`src/rtl/trace_step_pkg.sv`:
```
// Shared types for the single-step trace controller.
// Assumes: one command per cycle, classified into four kinds.
package trace_step_pkg;

    typedef enum logic [2:0] {
        ST_IDLE   = 3'd0,
        ST_STEP   = 3'd1,
        ST_STACK  = 3'd2,
        ST_LOWPWR = 3'd3,
        ST_RETURN = 3'd4
    } step_state_t;

    typedef enum logic [1:0] {
        CLS_NONE  = 2'd0,
        CLS_TRACE = 2'd1,
        CLS_BGND  = 2'd2,
        CLS_HW    = 2'd3
    } cmd_class_t;

endpackage

```
`src/rtl/trace_cmd_decode.sv`:
```
// Classifies the incoming command code and decides whether it is taken
// in the current state. Assumes TRACE_OP differs from BGND_OP; every
// other code counts as a hardware access command.
module trace_cmd_decode
    import trace_step_pkg::*;
#(
    parameter int              OP_W     = 4,
    parameter logic [OP_W-1:0] TRACE_OP = 4'h1,
    parameter logic [OP_W-1:0] BGND_OP  = 4'h0
) (
    input  logic            cmd_valid,
    input  logic [OP_W-1:0] cmd_op,
    input  step_state_t     state,
    input  logic            sys_stop,
    output logic            cmd_allowed,
    output logic            trace_go,
    output logic            ack_cmd
);

    cmd_class_t cls;
    logic       in_idle;
    logic       in_park;

    // Map the code onto a command class.
    always_comb begin
        if (!cmd_valid)              cls = CLS_NONE;
        else if (cmd_op == TRACE_OP) cls = CLS_TRACE;
        else if (cmd_op == BGND_OP)  cls = CLS_BGND;
        else                         cls = CLS_HW;
    end

    // Work out acceptance from class, state and system stop.
    always_comb begin
        in_idle     = (state == ST_IDLE);
        in_park     = (state == ST_LOWPWR);
        cmd_allowed = !sys_stop && (in_idle || in_park);
        trace_go    = (cls == CLS_TRACE) && in_idle && !sys_stop;
        ack_cmd     = ((cls == CLS_BGND) && in_idle && !sys_stop) ||
                      ((cls == CLS_HW) && cmd_allowed);
    end

endmodule

```
`src/rtl/trace_step_fsm.sv`:
```
// Step sequencer: idle, instruction step, stacking-only step, parked in
// low power, and a one-cycle return. Also remembers whether the open step
// went through low power, so that its acknowledge can be withheld.
// Assumes core event inputs are single-cycle and already synchronous.
module trace_step_fsm
    import trace_step_pkg::*;
(
    input  logic        clk,
    input  logic        rst_n,
    input  logic        trace_go,
    input  logic        irq_pending,
    input  logic        instr_retire,
    input  logic        intr_stacked,
    input  logic        lowpwr_enter,
    input  logic        wake,
    output step_state_t state,
    output logic        suppress
);

    step_state_t state_d;

    // Next-state choice; unexpected event combinations fall back to idle.
    always_comb begin
        state_d = state;
        unique case (state)
            ST_IDLE: begin
                if (trace_go) state_d = irq_pending ? ST_STACK : ST_STEP;
            end
            ST_STEP: begin
                if (intr_stacked)      state_d = ST_IDLE;
                else if (lowpwr_enter) state_d = ST_LOWPWR;
                else if (instr_retire) state_d = ST_RETURN;
            end
            ST_STACK: begin
                if (instr_retire || lowpwr_enter) state_d = ST_IDLE;
                else if (intr_stacked)            state_d = ST_RETURN;
            end
            ST_LOWPWR: begin
                if (instr_retire || intr_stacked) state_d = ST_IDLE;
                else if (wake)                    state_d = ST_RETURN;
            end
            ST_RETURN: state_d = ST_IDLE;
            default:   state_d = ST_IDLE;
        endcase
    end

    // State register.
    always_ff @(posedge clk) begin
        if (!rst_n) state <= ST_IDLE;
        else        state <= state_d;
    end

    // Withhold flag: set on parking, cleared once back in idle.
    always_ff @(posedge clk) begin
        if (!rst_n)                     suppress <= 1'b0;
        else if (state_d == ST_LOWPWR)  suppress <= 1'b1;
        else if (state_d == ST_IDLE)    suppress <= 1'b0;
    end

endmodule

```
`src/rtl/trace_ack_gen.sv`:
```
// Registers the handshake acknowledge. Fires for accepted non-trace
// commands and for an unsuppressed trace return. Gated by the enable
// bit and by system stop. Assumes at most one source per cycle.
module trace_ack_gen
    import trace_step_pkg::*;
(
    input  logic        clk,
    input  logic        rst_n,
    input  logic        hs_en,
    input  logic        sys_stop,
    input  logic        ack_cmd,
    input  step_state_t state,
    input  logic        suppress,
    output logic        ack_pulse
);

    logic ack_req;

    // Gather acknowledge sources for this cycle.
    always_comb begin
        ack_req = hs_en && !sys_stop &&
                  (ack_cmd || ((state == ST_RETURN) && !suppress));
    end

    // One registered acknowledge cycle per request.
    always_ff @(posedge clk) begin
        if (!rst_n) ack_pulse <= 1'b0;
        else        ack_pulse <= ack_req;
    end

endmodule

```
`src/rtl/trace_step_ctrl.sv`:
```
// Top of the single-step trace controller. Ties command decode, the step
// sequencer and the acknowledge register together and decodes the run and
// debug-active levels from the state. Assumes the core honours run_en
// within the cycle it sees it.
module trace_step_ctrl
    import trace_step_pkg::*;
#(
    parameter int              OP_W     = 4,
    parameter logic [OP_W-1:0] TRACE_OP = 4'h1,
    parameter logic [OP_W-1:0] BGND_OP  = 4'h0
) (
    input  logic            clk,
    input  logic            rst_n,
    input  logic            hs_en,
    input  logic            cmd_valid,
    input  logic [OP_W-1:0] cmd_op,
    input  logic            irq_pending,
    input  logic            instr_retire,
    input  logic            intr_stacked,
    input  logic            lowpwr_enter,
    input  logic            sys_stop,
    input  logic            wake,
    output logic            run_en,
    output logic            dbg_active,
    output logic            ack_pulse,
    output logic            cmd_allowed
);

    step_state_t state_q;
    logic        suppress_q;
    logic        trace_go;
    logic        ack_cmd;

    trace_cmd_decode #(
        .OP_W     (OP_W),
        .TRACE_OP (TRACE_OP),
        .BGND_OP  (BGND_OP)
    ) u_decode (
        .cmd_valid   (cmd_valid),
        .cmd_op      (cmd_op),
        .state       (state_q),
        .sys_stop    (sys_stop),
        .cmd_allowed (cmd_allowed),
        .trace_go    (trace_go),
        .ack_cmd     (ack_cmd)
    );

    trace_step_fsm u_fsm (
        .clk          (clk),
        .rst_n        (rst_n),
        .trace_go     (trace_go),
        .irq_pending  (irq_pending),
        .instr_retire (instr_retire),
        .intr_stacked (intr_stacked),
        .lowpwr_enter (lowpwr_enter),
        .wake         (wake),
        .state        (state_q),
        .suppress     (suppress_q)
    );

    trace_ack_gen u_ack (
        .clk       (clk),
        .rst_n     (rst_n),
        .hs_en     (hs_en),
        .sys_stop  (sys_stop),
        .ack_cmd   (ack_cmd),
        .state     (state_q),
        .suppress  (suppress_q),
        .ack_pulse (ack_pulse)
    );

    // Core control levels decoded from the state.
    always_comb begin
        run_en     = (state_q == ST_STEP) || (state_q == ST_STACK);
        dbg_active = (state_q == ST_IDLE);
    end

endmodule

```
`config.mk`:
```
export PLATFORM = sky130hd
export DESIGN_NAME = trace_step_ctrl
export DESIGN_NICKNAME = d
export VERILOG_FILES = /design/src/rtl/trace_step_pkg.sv /design/src/rtl/trace_cmd_decode.sv /design/src/rtl/trace_step_fsm.sv /design/src/rtl/trace_ack_gen.sv /design/src/rtl/trace_step_ctrl.sv
export SDC_FILE = /design/constraint.sdc
export NUM_CORES = 1
export LEC_CHECK = 0
export BUFFER_PORTS_ARGS = -buffer_cell sky130_fd_sc_hd__buf_2
export CORE_AREA = 2 2 39 41
export CTS_CLUSTER_SIZE = 12
export DETAILED_ROUTE_END_ITERATION = 6
export DIE_AREA = 0 0 41 43
export GPL_TIMING_DRIVEN = 0
export PLACE_DENSITY = 0.63
export SLEW_MARGIN = 40
export SYNTH_ARGS = -nofsm -noshare
export SYNTH_HDL_FRONTEND = slang
export SYNTH_SLANG_ARGS = --single-unit
```
`constraint.sdc`:
```
create_clock -name clk -period 1.6 [get_ports clk]
set_clock_uncertainty 0.2 [all_clocks]
set_input_delay 0.08 -clock clk [delete_from_list [all_inputs] [get_ports clk]]
set_output_delay 0.08 -clock clk [all_outputs]
set_load 0.01 [all_outputs]
```
---- After elaboration in Yosys (flattened, before gate mapping) ----
Index checks and enable logic that the tools add are counted.
cells by class
  equality and inequality tests ........... 9
  mux-type cells .......................... 15
  reduce and logical (&&, ||, !) cells .... 21
operators by type and width
  kind                  number
  $mux W3               8
  $pmux W3 S4           1
  $eq A3 B2 Y1 const B  3
  $logic_and A1 B1 Y1   9
  $logic_not A3 Y1      2
  $logic_or A1 B1 Y1    6
  $mux W2               3
  $eq A2 B2 Y1 const B  2
  $eq A4 B1 Y1 const B  1
  $logic_not A4 Y1      1
  $eq A3 B1 Y1 const B  1
  $eq A3 B3 Y1 const B  1
  $mux W1               3
  $eq A2 B1 Y1 const B  1
  $logic_not A1 Y1      2
  $reduce_bool A2 Y1    1
word-level totals
  flip-flop bits (word level) ............. 5
  bits of input ports ..................... 14
  output and inout bits ................... 4

---- Longest topological paths before layout ----
  depth after elaboration ................. 12
  gate-level depth with buffers ........... 6
  mapped depth without buffers ............ 5

---- Cells and area by module ----
From an unflattened synthesis, not the netlist that was laid out.
second synthesis, totals
  cells, all modules ...................... 44
  area, all modules ....................... 410.4 µm²
modules (own cells, without submodules)
  module            times used  cells an instance  area an instance (µm²)
  trace_step_fsm    1           30                 274.0
  trace_cmd_decode  1           7                  68.8
  trace_ack_gen     1           4                  50.0
  trace_step_ctrl   1           3                  17.5

---- Least setup slack after synthesis ----
No wires, ideal clock.
  path kind ............................... register to register
  start point ............................. register u_fsm.state[0]
  end point ............................... register u_fsm.suppress
  setup time .............................. 65 ps
  arrival time ............................ 1351 ps
  required time ........................... 1335 ps
  path slack .............................. -16 ps
  stages on the path, launching flop included .. 7
  buffers on the path ..................... 1
  cells stage by stage .................... dfxtp_1 > buf_6 > nor3_2 > nand2_1 > o41ai_1 > o31ai_1 > nor2_1
between the ends
  cells in the longest elaborated chain, start to end .. 7
RTL lines
  item                                                     line                                        source
  from (decl)                                              trace_step_fsm.sv:16                        output step_state_t state,
  from (signal assigned)                                   trace_step_fsm.sv:50                        else state <= state_d;
  $logic_not A3 Y1 (*)                                     -
  named net dbg_active                                     trace_step_ctrl.sv:24                       output logic dbg_active,
  $logic_and A1 B1 Y1 (2 in series)                        trace_cmd_decode.sv:37                      trace_go = (cls == CLS_TRACE) && in_idle && !sys_stop;
  $mux W3                                                  trace_step_fsm.sv:27                        if (trace_go) state_d = irq_pending ? ST_STACK : ST_STEP;
  $pmux W3 S4 (*)                                          trace_step_fsm.sv:25                        unique case (state)
  $eq A3 B2 Y1 / $logic_not A3 Y1 (equally long branches)  trace_step_fsm.sv:56, trace_step_fsm.sv:57
  $mux W1 / $reduce_bool A2 Y1 (equally long branches)     -
  to (signal assigned)                                     trace_step_fsm.sv:55                        if (!rst_n) suppress <= 1'b0;
  to (signal assigned)                                     trace_step_fsm.sv:56                        else if (state_d == ST_LOWPWR) suppress <= 1'b1;
  to (signal assigned)                                     trace_step_fsm.sv:57                        else if (state_d == ST_IDLE) suppress <= 1'b0;
  to (decl)                                                trace_step_fsm.sv:17                        output logic suppress
Mark *: on every way through the listed nets, which the timed path passes. The rest lies on a longest branch.
A chain may end at the register's enable or synchronous reset.

---- Final worst setup path ----
  start point ............................. register u_fsm.state[0]
  end point ............................... register u_ack.ack_pulse
between the ends
  cells in the longest elaborated chain, start to end .. 7
RTL lines
  item                                                     line                                            source
  $eq A3 B2 Y1 / $logic_not A3 Y1 (equally long branches)  trace_cmd_decode.sv:35, trace_cmd_decode.sv:34
  $logic_or A1 B1 Y1                                       trace_cmd_decode.sv:36                          cmd_allowed = !sys_stop && (in_idle || in_park);
  $logic_and A1 B1 Y1                                      trace_cmd_decode.sv:36
  $logic_and A1 B1 Y1                                      trace_cmd_decode.sv:39                          ((cls == CLS_HW) && cmd_allowed);
  $logic_or A1 B1 Y1                                       trace_cmd_decode.sv:38                          ack_cmd = ((cls == CLS_BGND) && in_idle && !sys_stop) ||
  $logic_or A1 B1 Y1 (*)                                   trace_ack_gen.sv:22                             (ack_cmd || ((state == ST_RETURN) && !suppress));
  $logic_and A1 B1 Y1 (*)                                  trace_ack_gen.sv:21                             ack_req = hs_en && !sys_stop &&
  to (signal assigned)                                     trace_ack_gen.sv:28                             else ack_pulse <= ack_req;
  to (decl)                                                trace_ack_gen.sv:14                             output logic ack_pulse
Mark *: on every way between the ends. The rest lies on a longest branch, timed or not.

==> parameters.txt <==
Parameter                              Value

Finish
  Final cell count without fillers    85
  Final core utilization    a little over two fifths
  Layout cells sized above 1    50.72%
  ANT cells    0
  Area grow syn2layout    64.34%
  Total number of nets in the final design    84

Critical path
  Reg2reg start    u_fsm.state[0]
  Number of stages on the worst setup path    5
  R2r setup slk    -60 ps
  Critical setup path kind    flip-flop to flip-flop
  Critical-path cell list    xor2_2 -> or4_4 -> o21ai_4 -> a21oi_2 -> nor3_2
  Crit start category    flip-flop
  Required time reported for the critical path endpoint    between 1500 and 2000 ps
  Signal arrival time at the worst endpoint    1640 ps
  Capturing point of the worst reg2reg path    u_ack.ack_pulse
  Path depth of the worst reg2reg path    5
  Count of buffering cells on the critical path with inverters included    0
  Cell with the largest stage delay on the worst path    sky130_fd_sc_hd__or4_4
  Crit end category    flip-flop
  Largest stage delay, worst path    530 ps
  CP max FO    7
  Gate family responsible for the most delay along the worst path    simple AND/OR/NAND/NOR gates

Power and ir drop
  Fraction of power consumed by the clock network    45.6%
  Power per cell area    ~570 nW/um^2
  Comb power frac    about 17%
  Fraction of power spent switching nets    26.88%
  Sequential power share    36.9%
  Net switching power figure    just under 0.00009 W
  Leakage component of the power    0.2528 nW
  Maximum vdd drop    roughly 0.23 mV
  Internal power of the cells    roughly 0.00024 W

Min path
  Kind of path behind the tightest hold check    input pin to flip-flop
  Hold Startpoint    lowpwr_enter
  Hold Path End    u_fsm.state[2]
  Worst hold stages    3

Synthesis
  Mapped Area    357.8 um^2
  Yosys warnings    0
  Number of library cell types mapped by synthesis    26
  Cell accounting for the most synthesized area    sky130_fd_sc_hd__dfxtp_1
  Post-synth top area share    between 20% and 30%
  Area contributors post-synth    sky130_fd_sc_hd__dfxtp_1 28%, sky130_fd_sc_hd__and2_1 5.2%, sky130_fd_sc_hd__nor2b_1 5.2%, sky130_fd_sc_hd__nor4b_1 4.9%, sky130_fd_sc_hd__nor3_1 4.2%
  Flip-flop and latch count after synthesis    5
  Sequential share of the synthesized area    27.97%
  Synthesized netlist net count    59
  Cells after Synth    45
  Mean instance size in the synthesized netlist    7.952 um^2

Global route
  Initial antenna violation count    0
  Maximum number of pins on one net before global-route repair    10
  Vias in the first global route    369
  Global route overflow    0
  Global-route wire length before repair    1483 um
  Global-route usage over all layers    a little over an eighth

Die
  Number of core rows    14
  Chip width    about 40 um
  Area of the placeable core    1384 um^2
  Height of the die    43 um
  Floorplan die area    1763 um^2
  Count of pins on the block boundary    18
  Initial standard-cell utilization of the core    25.86%

Routing
  Detailed-routing iteration count for the pre-antenna-repair pass    4
  Remaining DRCs    0
  Number of vias per cell after detailed routing    4.953
  Wirelength, routed    between 1000 and 1500 um
  Routed WL per cell    12.20 um
  Vias    421
  Routed Antenna Nets    0
  Violation count after the first detailed-routing iteration    5

STA
  Transition time at the pin with the least slew margin    427.6 ps
  Pins Over Slew Limit    0
  RSZ-0062 raised after global routing    true
  Final worst slack    -65.00 ps
  Maximum clock frequency    between 0.6 and 0.7 GHz
  Min Tclk post-route    ~1700 ps
  Max-slew headroom    between 70 and 80%
  Final Hold Vio Count    0
  Post-route setup TNS    -65.00 ps
  Final critical-path share of the clock period    104.1%
  Setup-failing EPs final    1

CTS
  CTS Buffer Depth    2
  TritonCTS buffer count    3
  Clock insertion delay at the later pin of the skew report    around 240 ps
  Root buffer cell    sky130_fd_sc_hd__clkbuf_4
  Sinks on the clock net    5
  Clock transition at the registers of the reported paths    50 ps
  CTS tree    done
  H-tree levels    1

Placed design
  Post-detailed-placement half-perimeter wirelength    between 600 and 700 um
  Post-placement worst setup slack    -80.21 ps
  Number of buffers inserted by port buffering    17
  Cell count after placement    roughly 80
  Routability cong.    0.7177

Outcome
  Run status    finished with violations
  Violations in the final reports    setup timing

Run
  Number of maximum-capacitance constraint violations    0
==> synth_stat cells, drive strengths merged <==
cell    count
a21oi       2
a31oi       1
and2        3
and3b       1
buf         2
dfxtp       5
inv         2
nand2       4
nand3       1
nand3b      1
nand4b      1
nor2        2
nor2b       3
nor3        4
nor3b       1
nor4b       2
nor4bb      1
o211ai      2
o21ai       2
o31ai       2
o41ai       1
or4         1
xor2        1
==> metal layers <==
metal  GRT usage, %  routed length [um]  vias to the layer above
met3              0                  56                        2
met4          12.00                  23                        0
met1          14.97                 392                      190
met5              0                   0                        -
li1               -                   -                      215
met2          20.63                 565                       14
==> cell type report <==
| class | instances | area [um^2] |
|---|---|---|
| Fill cell | 145 | 795.8 |
| Multi-Input combinational cell | 36 | 291.5 |
| Timing Repair Buffer | 22 | 132.6 |
| Sequential cell | 5 | 108.9 |
| Clock buffer | 3 | 22.52 |
| Tap cell | 16 | 20.02 |
| Inverter | 2 | 7.507 |
| Clock inverter | 1 | 5.005 |
==> flip-flops by register name, summed over array words and instances (netlist names) <==
signal           count
u_fsm.suppress       1
u_fsm.state          3
u_ack.ack_pulse      1
==> timing repair <==
item	in CTS	in global routing
pin swaps	1	4
hold buffers	4	0
resized for setup	1	15
hold endpoints to repair	5	0
endpoints found under the setup margin	2	6
cloned	0	0
buffers inserted	0	1
==> power groups by stage <==
stage | Combinational (W) | Sequential, W | Clock, W
global placement | 0.0000399 | 0.000128 | 0
floorplan | 0.0000138 | 0.000128 | 0
finish | 0.0000580 | 0.000123 | 0.000152
global route | 0.0000644 | 0.000123 | 0.000167
detailed placement | 0.0000406 | 0.000128 | 0
CTS | 0.0000477 | 0.000126 | 0.000153
==> how the worst max path moves through the flow <==
stage | startpoint | to | slack (ps)
6_report | u_fsm.state[0] | u_ack.ack_pulse | -60
4_1_cts | u_fsm.state[0] | u_ack.ack_pulse | -50
2_1_floorplan | u_fsm.state[1] | u_ack.ack_pulse | 10
5_1_grt | u_fsm.state[0] | u_ack.ack_pulse | -130
3_5_place_dp | u_fsm.state[1] | u_ack.ack_pulse | -80
3_3_place_gp | u_fsm.state[1] | u_ack.ack_pulse | -70
==> through the flow <==
stage | cell area [um^2] | hold WS, ps | total power, W
floorplan | 365.4 | -43.42 | 0.0001422
global placement | 470.5 | 115.8 | 0.0001680
detailed placement | 470.5 | 119.9 | 0.0001687
CTS | 531.8 | 32.63 | 0.0003261
global route | 588.1 | 38.09 | 0.0003546
finish | 588.1 | 43.44 | 0.0003327
==> layout by cell type (no fill, tap or decap), types with 3 or more instances in the layout <==
master	n
sky130_fd_sc_hd__buf_2	17
sky130_fd_sc_hd__clkbuf_4	3
sky130_fd_sc_hd__nand2_1	3
sky130_fd_sc_hd__and2_1	3
sky130_fd_sc_hd__dlygate4sd3_1	4
==> tightest hold or removal path, delay by kind of cell <==
| kind | cells | cell delay [ps] |
|---|---|---|
| AND/OR/NAND/NOR | 1 | 160 |
| buffers and inverters | 1 | 110 |
| AO/OA/AOI/OAI | 1 | 100 |
==> logic make-up (layout without fill, tap and decap cells) <==
group | after synthesis | count (layout) | synth area share, %
XOR/XNOR | 1 | 1 | 2.448
flip-flops | 5 | 5 | 27.97
buffers and inverters | 4 | 28 | 7.344
AND/OR/NAND/NOR | 25 | 25 | 44.06
AO/OA/AOI/OAI | 10 | 10 | 18.18
No activity file was read; power rests on OpenSTA's default activity.
